`src/rtl/skip_nco.sv`:
```
module skip_nco #(
  parameter int FRAC_W = 16,
  parameter int MU_W   = 8
) (
  input  logic                     clk,
  input  logic                     rst_n,
  input  logic                     en,
  input  logic signed [FRAC_W+1:0] p2,
  input  logic signed [FRAC_W+1:0] dmu,
  output logic [MU_W-1:0]          mu,
  output logic                     skip
);
  localparam int IN_W = FRAC_W + 2;
  localparam int SW   = FRAC_W + 4;

  logic [FRAC_W-1:0] acc;
  logic [FRAC_W-1:0] acc_nxt;
  logic              skip_nxt;

  wire signed [SW-1:0] acc_x  = {{(SW-FRAC_W){1'b0}}, acc};
  wire signed [SW-1:0] p2_x   = en ? {{(SW-IN_W){p2[IN_W-1]}}, p2} : '0;
  wire signed [SW-1:0] dmu_x  = {{(SW-IN_W){dmu[IN_W-1]}}, dmu};
  wire signed [SW-1:0] step_x = skip ? dmu_x : (dmu_x <<< 1);
  wire signed [SW-1:0] sum    = acc_x + p2_x + step_x;

  wire below_zero = sum[SW-1];
  wire at_two     = |sum[SW-2:FRAC_W+1];
  wire at_one     = sum[FRAC_W];

  always_comb begin
    acc_nxt  = sum[FRAC_W-1:0];
    skip_nxt = at_one;
    if (below_zero) begin
      acc_nxt  = '0;
      skip_nxt = 1'b0;
    end else if (at_two) begin
      acc_nxt  = '1;
      skip_nxt = 1'b1;
    end
  end

  always_ff @(posedge clk) begin
    if (!rst_n) begin
      acc  <= '0;
      skip <= 1'b0;
    end else begin
      acc  <= acc_nxt;
      skip <= skip_nxt;
    end
  end

  assign mu = acc[FRAC_W-1 -: MU_W];
endmodule

```
`config.mk`:
```
export PLATFORM = sky130hd
export DESIGN_NAME = skip_nco
export DESIGN_NICKNAME = d
export VERILOG_FILES = /design/src/rtl/skip_nco.sv
export SDC_FILE = /design/constraint.sdc
export NUM_CORES = 1
export LEC_CHECK = 0
export ABC_CLOCK_PERIOD_IN_PS = 3700
export CAP_MARGIN = 10
export CORE_ASPECT_RATIO = 2
export CORE_UTILIZATION = 47
export DETAILED_ROUTE_END_ITERATION = 16
export PLACE_DENSITY = 0.78
export SYNTH_ARGS = -nofsm -noshare
export SYNTH_HDL_FRONTEND = slang
export SYNTH_SLANG_ARGS = --single-unit
```
`constraint.sdc`:
```
create_clock -name clk -period 3.7 [get_ports clk]
set_input_delay 0.37 -clock clk [delete_from_list [all_inputs] [get_ports clk]]
set_output_delay 0.37 -clock clk [all_outputs]
set_load 0.02 [all_outputs]
```
# [Word level (Yosys, flattened, before mapping)]
# Index checks and enable logic that the tools add are counted.
[totals] regBits=17 inputBits=39 output_inout_bits=9 wordCells=11
[classes] n_addsub=2 mux=4 bitwise_logic=1 n_reduce_logical=2
[ops] op="$add A17 B20 Y20" count=1
[ops] op="$add A20 B19 Y20" count=1
[ops] op="$mux W20" count=1
[ops] op="$mux W18" count=1
[ops] op="$mux W16" count=1
[ops] op="$reduce_or A2 Y1" count=2
[ops] op="$mux W1" count=1
[ops] op="$not A1 Y1" count=1

# [Logic depth before layout (Yosys ltp)]
[logic_depth] word_depth=5 mapped_depth=15 mapped_depth_nobuf=12

# [Worst setup path before layout]
# OpenSTA, ideal clock, no wires.
[synth_timing] path_type="reg-to-reg" from="reg skip" to="reg acc[0]" setup_time_ns=0.066 arrival_ns=3.864 required_ns=3.634 slack_ns=-0.230 path_stages_with_launch=14 path_buffers=3 period_less_slack_ns=3.930 path_cell_list="dfxtp_1 -> clkbuf_1 -> clkbuf_1 -> mux2_2 -> fa_1 -> ha_1 -> a21oi_1 -> o21ai_0 -> a31oi_1 -> o41ai_4 -> a221oi_2 -> mux2_4 -> buf_6 -> a21oi_2"
[synth_via] elab_chain_len=4 word_cells_on_any_way=5 classes_between="add/sub (1); mux (2); reduce/logical (2)"
[synth_lines] element="start, declared" line_no="11" text="output logic skip"
[synth_lines] element="start signal, assigned" line_no="48" text="skip <= skip_nxt;"
[synth_lines] element="$mux W18 (*)" line_no="23" text="wire signed [SW-1:0] step_x = skip ? dmu_x : (dmu_x <<< 1);"
[synth_lines] element="$add A20 B19 Y20 (*)" line_no="24" text="wire signed [SW-1:0] sum = acc_x + p2_x + step_x;"
[synth_lines] element="$reduce_or A2 Y1" line_no="27" text="wire at_two = |sum[SW-2:FRAC_W+1];"
[synth_lines] element="$mux W16" line_no="36" text="end else if (at_two) begin"
[synth_lines] element="end signal, assigned" line_no="47" text="acc <= acc_nxt;"
[synth_lines] element="end, declared" line_no="16" text="logic [FRAC_W-1:0] acc;"
# Every way passes the cells marked *; elsewhere a longest branch is shown, timed or not.
# A chain may end at the register's enable or synchronous reset.

# [Worst setup path in the final report]
[layout_timing] from="reg skip" to="reg acc[5]"
# The elaborated chain is that of the path after synthesis.

==> flow_results.xml <==
<?xml version="1.0" encoding="UTF-8"?>
<metrics>
  <group name="outcome">
    <metric name="outcome" unit="">completed</metric>
  </group>
  <group name="routing">
    <metric name="ant_nets" unit="">0</metric>
    <metric name="drtPass1Iterations" unit="">5</metric>
    <metric name="detail_route.vias_per_cell" unit="">5.817</metric>
    <metric name="dr_total_vias" unit="">2164</metric>
    <metric name="routed_wire_length_per_instance" unit="um">17.66</metric>
    <metric name="first_iter_violations" unit="">68</metric>
    <metric name="drt-total-wl" unit="mm">6.568</metric>
    <metric name="drcViolationCount" unit="">0</metric>
  </group>
  <group name="synthesis">
    <metric name="synth.top_cells.by_area" unit="">sky130_fd_sc_hd__dfxtp_1, sky130_fd_sc_hd__fa_1, sky130_fd_sc_hd__ha_1</metric>
    <metric name="post-synth-top-count-cell" unit="">sky130_fd_sc_hd__ha_1</metric>
    <metric name="mappedNetlistNets" unit="">320</metric>
    <metric name="synth_top_cells_by_count" unit="">sky130_fd_sc_hd__ha_1, sky130_fd_sc_hd__a21oi_1, sky130_fd_sc_hd__dfxtp_1, sky130_fd_sc_hd__fa_1, sky130_fd_sc_hd__mux2_2</metric>
    <metric name="synth.yosys.seq_area_share" unit="%">15.13</metric>
    <metric name="share_of_async_settable_or_async_resettable_flops_after_synthesis" unit="%">0</metric>
    <metric name="synth_top_area_share" unit="%">15.13</metric>
    <metric name="yosys.area_share.simple" unit="%">14.07</metric>
    <metric name="ys.warnings.count" unit="">0</metric>
    <metric name="synth.cell_area" unit="um2">2250</metric>
    <metric name="synth_enable_flop_cells" unit="">0</metric>
    <metric name="synthXorXnorAreaFrac" unit="%">5.451</metric>
    <metric name="top_reg_cell_synth" unit="">sky130_fd_sc_hd__dfxtp_1</metric>
    <metric name="netlist-cell-type-count" unit="">50</metric>
    <metric name="synth-adder-area-share" unit="%">26.81</metric>
    <metric name="netlist.top_cell.by_area" unit="">sky130_fd_sc_hd__dfxtp_1</metric>
    <metric name="ys_seq_elements" unit="">17</metric>
    <metric name="syn-mean-instance-area" unit="um2">9.258</metric>
    <metric name="share_of_synthesized_area_spent_on_multiplexers" unit="%">9.121</metric>
    <metric name="syn-instance-count" unit="">243</metric>
    <metric name="synth_compound_gate_area_share" unit="%">22.86</metric>
    <metric name="synth_top_family_by_area" unit="">adder cells</metric>
  </group>
  <group name="timing">
    <metric name="min_period" unit="ns">3.562</metric>
    <metric name="part_of_the_cycle_the_worst_path_needs" unit="%">96.27</metric>
    <metric name="hold_slack_final" unit="ns">0.6763</metric>
    <metric name="tightestPinTransition" unit="ns">0.4220</metric>
    <metric name="final-setup-viol-count" unit="">0</metric>
    <metric name="finalClockSkew" unit="ns">0.003174</metric>
    <metric name="clock.fmax" unit="GHz">0.2808</metric>
    <metric name="slew_headroom" unit="%">71.57</metric>
    <metric name="finalHoldViolCount" unit="">0</metric>
    <metric name="setup_total_negative_slack" unit="ns">0</metric>
    <metric name="grt_setup_unrepaired" unit="">no</metric>
    <metric name="slew_viol_final" unit="">0</metric>
  </group>
  <group name="setup_path">
    <metric name="critical_path.reg2reg.startpoint" unit="">skip</metric>
    <metric name="worst_r2r_endpoint" unit="">acc[5]</metric>
    <metric name="worstRegToRegCells" unit="">12</metric>
    <metric name="timing.critical_path.required" unit="ns">3.90</metric>
    <metric name="cp_startpoint_kind" unit="">register</metric>
    <metric name="regToRegSetupSlack" unit="ns">0.14</metric>
    <metric name="endpoint_of_the_most_critical_setup_path" unit="">acc[5]</metric>
    <metric name="timing.critical_path.arrival" unit="ns">3.76</metric>
    <metric name="critPathCaptureType" unit="">register</metric>
    <metric name="timing_worst_setup_path_type" unit="">register to register</metric>
    <metric name="crit_fanout" unit="">8</metric>
    <metric name="critical_path.startpoint" unit="">skip</metric>
  </group>
  <group name="floorplanning">
    <metric name="floorplan.die.width" unit="um">50.92</metric>
    <metric name="design.core.area" unit="um2">4598</metric>
    <metric name="ios" unit="">48</metric>
    <metric name="die_h" unit="um">99.84</metric>
    <metric name="placement_rows" unit="">35</metric>
    <metric name="initial_utilization" unit="%">48.93</metric>
    <metric name="dieArea" unit="um2">5084</metric>
  </group>
  <group name="final_layout">
    <metric name="area_growth_syn_to_layout" unit="%">37.26</metric>
    <metric name="n_fill_cell" unit="">367</metric>
    <metric name="drive_gt1_share" unit="%">25.24</metric>
    <metric name="num_antenna_cells" unit="">0</metric>
    <metric name="nNetsFinal" unit="">395</metric>
  </group>
  <group name="clocking">
    <metric name="cts_made_buffers" unit="">3</metric>
    <metric name="cts_root_buffer_type" unit="">sky130_fd_sc_hd__clkbuf_8</metric>
    <metric name="level_count_of_the_clock_h_tree" unit="">1</metric>
    <metric name="tritoncts" unit="">done</metric>
    <metric name="worst_setup_hold_path_clk_slew" unit="ns">0.07</metric>
    <metric name="cts_max_path_buffers" unit="">2</metric>
    <metric name="cts_sink_cnt" unit="">17</metric>
    <metric name="worstSkewPairLatency" unit="ns">0.27</metric>
  </group>
  <group name="global_routing">
    <metric name="antenna_found_initial" unit="">0</metric>
    <metric name="grt.total_usage" unit="%">26.83</metric>
    <metric name="globalRouteOverflowTotal" unit="">0</metric>
    <metric name="largest_net_degree_at_the_start_of_global_routing" unit="">18</metric>
    <metric name="grt_pass1_wl" unit="mm">10.21</metric>
    <metric name="grt_pass1_vias" unit="">2299</metric>
  </group>
  <group name="place">
    <metric name="port-buffer-count" unit="">47</metric>
    <metric name="gpl.final_weighted_congestion" unit="">0.9617</metric>
    <metric name="place.detailed.hpwl" unit="mm">5.210</metric>
  </group>
  <group name="power_and_ir_drop">
    <metric name="power_switching" unit="W">0.001001</metric>
    <metric name="netSwitchingFraction" unit="%">47.57</metric>
    <metric name="p_leak" unit="nW">1.385</metric>
    <metric name="clkPwrFrac" unit="%">7.0</metric>
    <metric name="worst_ir_drop_vdd" unit="uV">421.3</metric>
    <metric name="pwr-share-comb" unit="%">80.4</metric>
    <metric name="pwr-share-seq" unit="%">12.6</metric>
    <metric name="cellInternalPower" unit="W">0.001104</metric>
    <metric name="power_density" unit="nW/um2">681.7</metric>
  </group>
  <group name="job">
    <metric name="timing.max_cap.violations" unit="">0</metric>
  </group>
  <group name="worst_hold_path">
    <metric name="min-delay-path-class" unit="">register to register</metric>
    <metric name="hold_start" unit="">acc[0]</metric>
  </group>
</metrics>
-- how the worst min path moves through the flow --
stage / to / slack [ns] / cells after the start
after CTS: acc[0] / 0.69 / 3
after global routing: acc[0] / 0.71 / 3
after global placement: acc[0] / 0.65 / 3
after detailed placement: acc[0] / 0.68 / 3
after floorplan: acc[0] / 0.61 / 3
final: acc[0] / 0.68 / 3
-- layout make-up --
| cell class | count | area (um2) | area share (%) |
|---|---|---|---|
| sequential | 17 | 341.6 | 11.06 |
| clock inverter | 1 | 5.005 | 0.1621 |
| timing repair buffer | 84 | 770.7 | 24.96 |
| multi-input combinational | 201 | 1819 | 58.91 |
| tap | 55 | 68.82 | 2.229 |
| clock buffer | 3 | 41.29 | 1.337 |
| inverter | 11 | 41.29 | 1.337 |
-- registers in the layout, indices dropped and copies added, names as in the netlist --
name / cells
acc: 16
skip: 1
-- cells by family (layout without fill, tap and decap cells) --
family / Yosys count / in the layout
AOI/OAI and AO/OA: 71 / 71
DFF: 17 / 17
and+or+nand+nor: 58 / 58
xor gates and xnor gates: 14 / 14
muxes: 18 / 20
buffers and inverters: 27 / 99
adders and majority gates: 38 / 38
-- placed cells by master, fill, tap and decap left out, types with 2 or more instances in the layout --
master and instances:
sky130_fd_sc_hd__nor2_1 11, sky130_fd_sc_hd__nor3_1 4, sky130_fd_sc_hd__buf_4 34, sky130_fd_sc_hd__a21oi_2 10
sky130_fd_sc_hd__nand3_1 3, sky130_fd_sc_hd__o211a_1 2, sky130_fd_sc_hd__nor4_1 2, sky130_fd_sc_hd__o21bai_1 2
sky130_fd_sc_hd__clkdlybuf4s50_1 46, sky130_fd_sc_hd__dfxtp_1 16, sky130_fd_sc_hd__o211ai_1 2, sky130_fd_sc_hd__a21oi_1 17
sky130_fd_sc_hd__nand2b_1 3, sky130_fd_sc_hd__fa_1 16, sky130_fd_sc_hd__xor2_1 6, sky130_fd_sc_hd__ha_1 20
sky130_fd_sc_hd__xnor2_1 8, sky130_fd_sc_hd__buf_6 2, sky130_fd_sc_hd__nand2_1 12, sky130_fd_sc_hd__o21ai_0 12
sky130_fd_sc_hd__and2_1 15, sky130_fd_sc_hd__mux2_2 16, sky130_fd_sc_hd__mux2_4 3, sky130_fd_sc_hd__a21o_1 6
sky130_fd_sc_hd__a31oi_1 2, sky130_fd_sc_hd__clkbuf_8 3, sky130_fd_sc_hd__a211oi_1 5, sky130_fd_sc_hd__inv_1 11
-- per-layer routing --
metal  global-route usage (%)  vias up  routed length [um]  part of all wire, %
li1                         -     1020                   -                    -
met1                    25.40     1028                2066                   31
met2                    53.14       87                3847                   59
met3                    1.667       29                 285                  4.3
met4                    15.17        0                 369                  5.6
met5                        0        -                   0                    0
-- repair_timing --
item,CTS,global route
resized for setup,0,11
buffers inserted,0,2
hold buffers,0,0
setup endpoints to repair,0,17
endpoints found under the hold margin,0,0
-- power by group through the flow --
stage / clock (W) / combinational [W] / sequential, W
5_1_grt: 0.000156 / 0.00183 / 0.000271
2_1_floorplan: 0 / 0.00103 / 0.000261
4_1_cts: 0.000146 / 0.00159 / 0.000264
3_3_place_gp: 0 / 0.00155 / 0.000267
3_5_place_dp: 0 / 0.00158 / 0.000268
6_report: 0.000148 / 0.00169 / 0.000265
-- critical path: stages (launching register included) --
cell	delay, ns
sky130_fd_sc_hd__dfxtp_2	0.38
sky130_fd_sc_hd__buf_6	0.15
sky130_fd_sc_hd__mux2_2	0.34
sky130_fd_sc_hd__fa_1	0.49
sky130_fd_sc_hd__ha_1	0.35
sky130_fd_sc_hd__a21oi_2	0.24
sky130_fd_sc_hd__o21ai_0	0.15
sky130_fd_sc_hd__a31oi_1	0.23
sky130_fd_sc_hd__buf_4	0.17
sky130_fd_sc_hd__o41ai_4	0.08
sky130_fd_sc_hd__a221oi_4	0.39
sky130_fd_sc_hd__mux2_4	0.41
sky130_fd_sc_hd__a21oi_2	0.13
-- metrics by stage --
stage | total power (W) | area [um2] | util (%) | cells | setup WS (ns)
CTS | 0.001997 | 2992 | 65.06 | 368 | 0.1010
detailed placement | 0.001845 | 2945 | 64.05 | 364 | -0.1424
floorplan | 0.001293 | 2252 | - | 243 | 0.001244
global route | 0.002262 | 3088 | 67.16 | 372 | 0.01436
finish | 0.002105 | 3088 | 67.16 | 372 | 0.1382
global placement | 0.001817 | 2945 | 64.05 | 364 | -0.1060
Power figures use the tool's default switching activity.
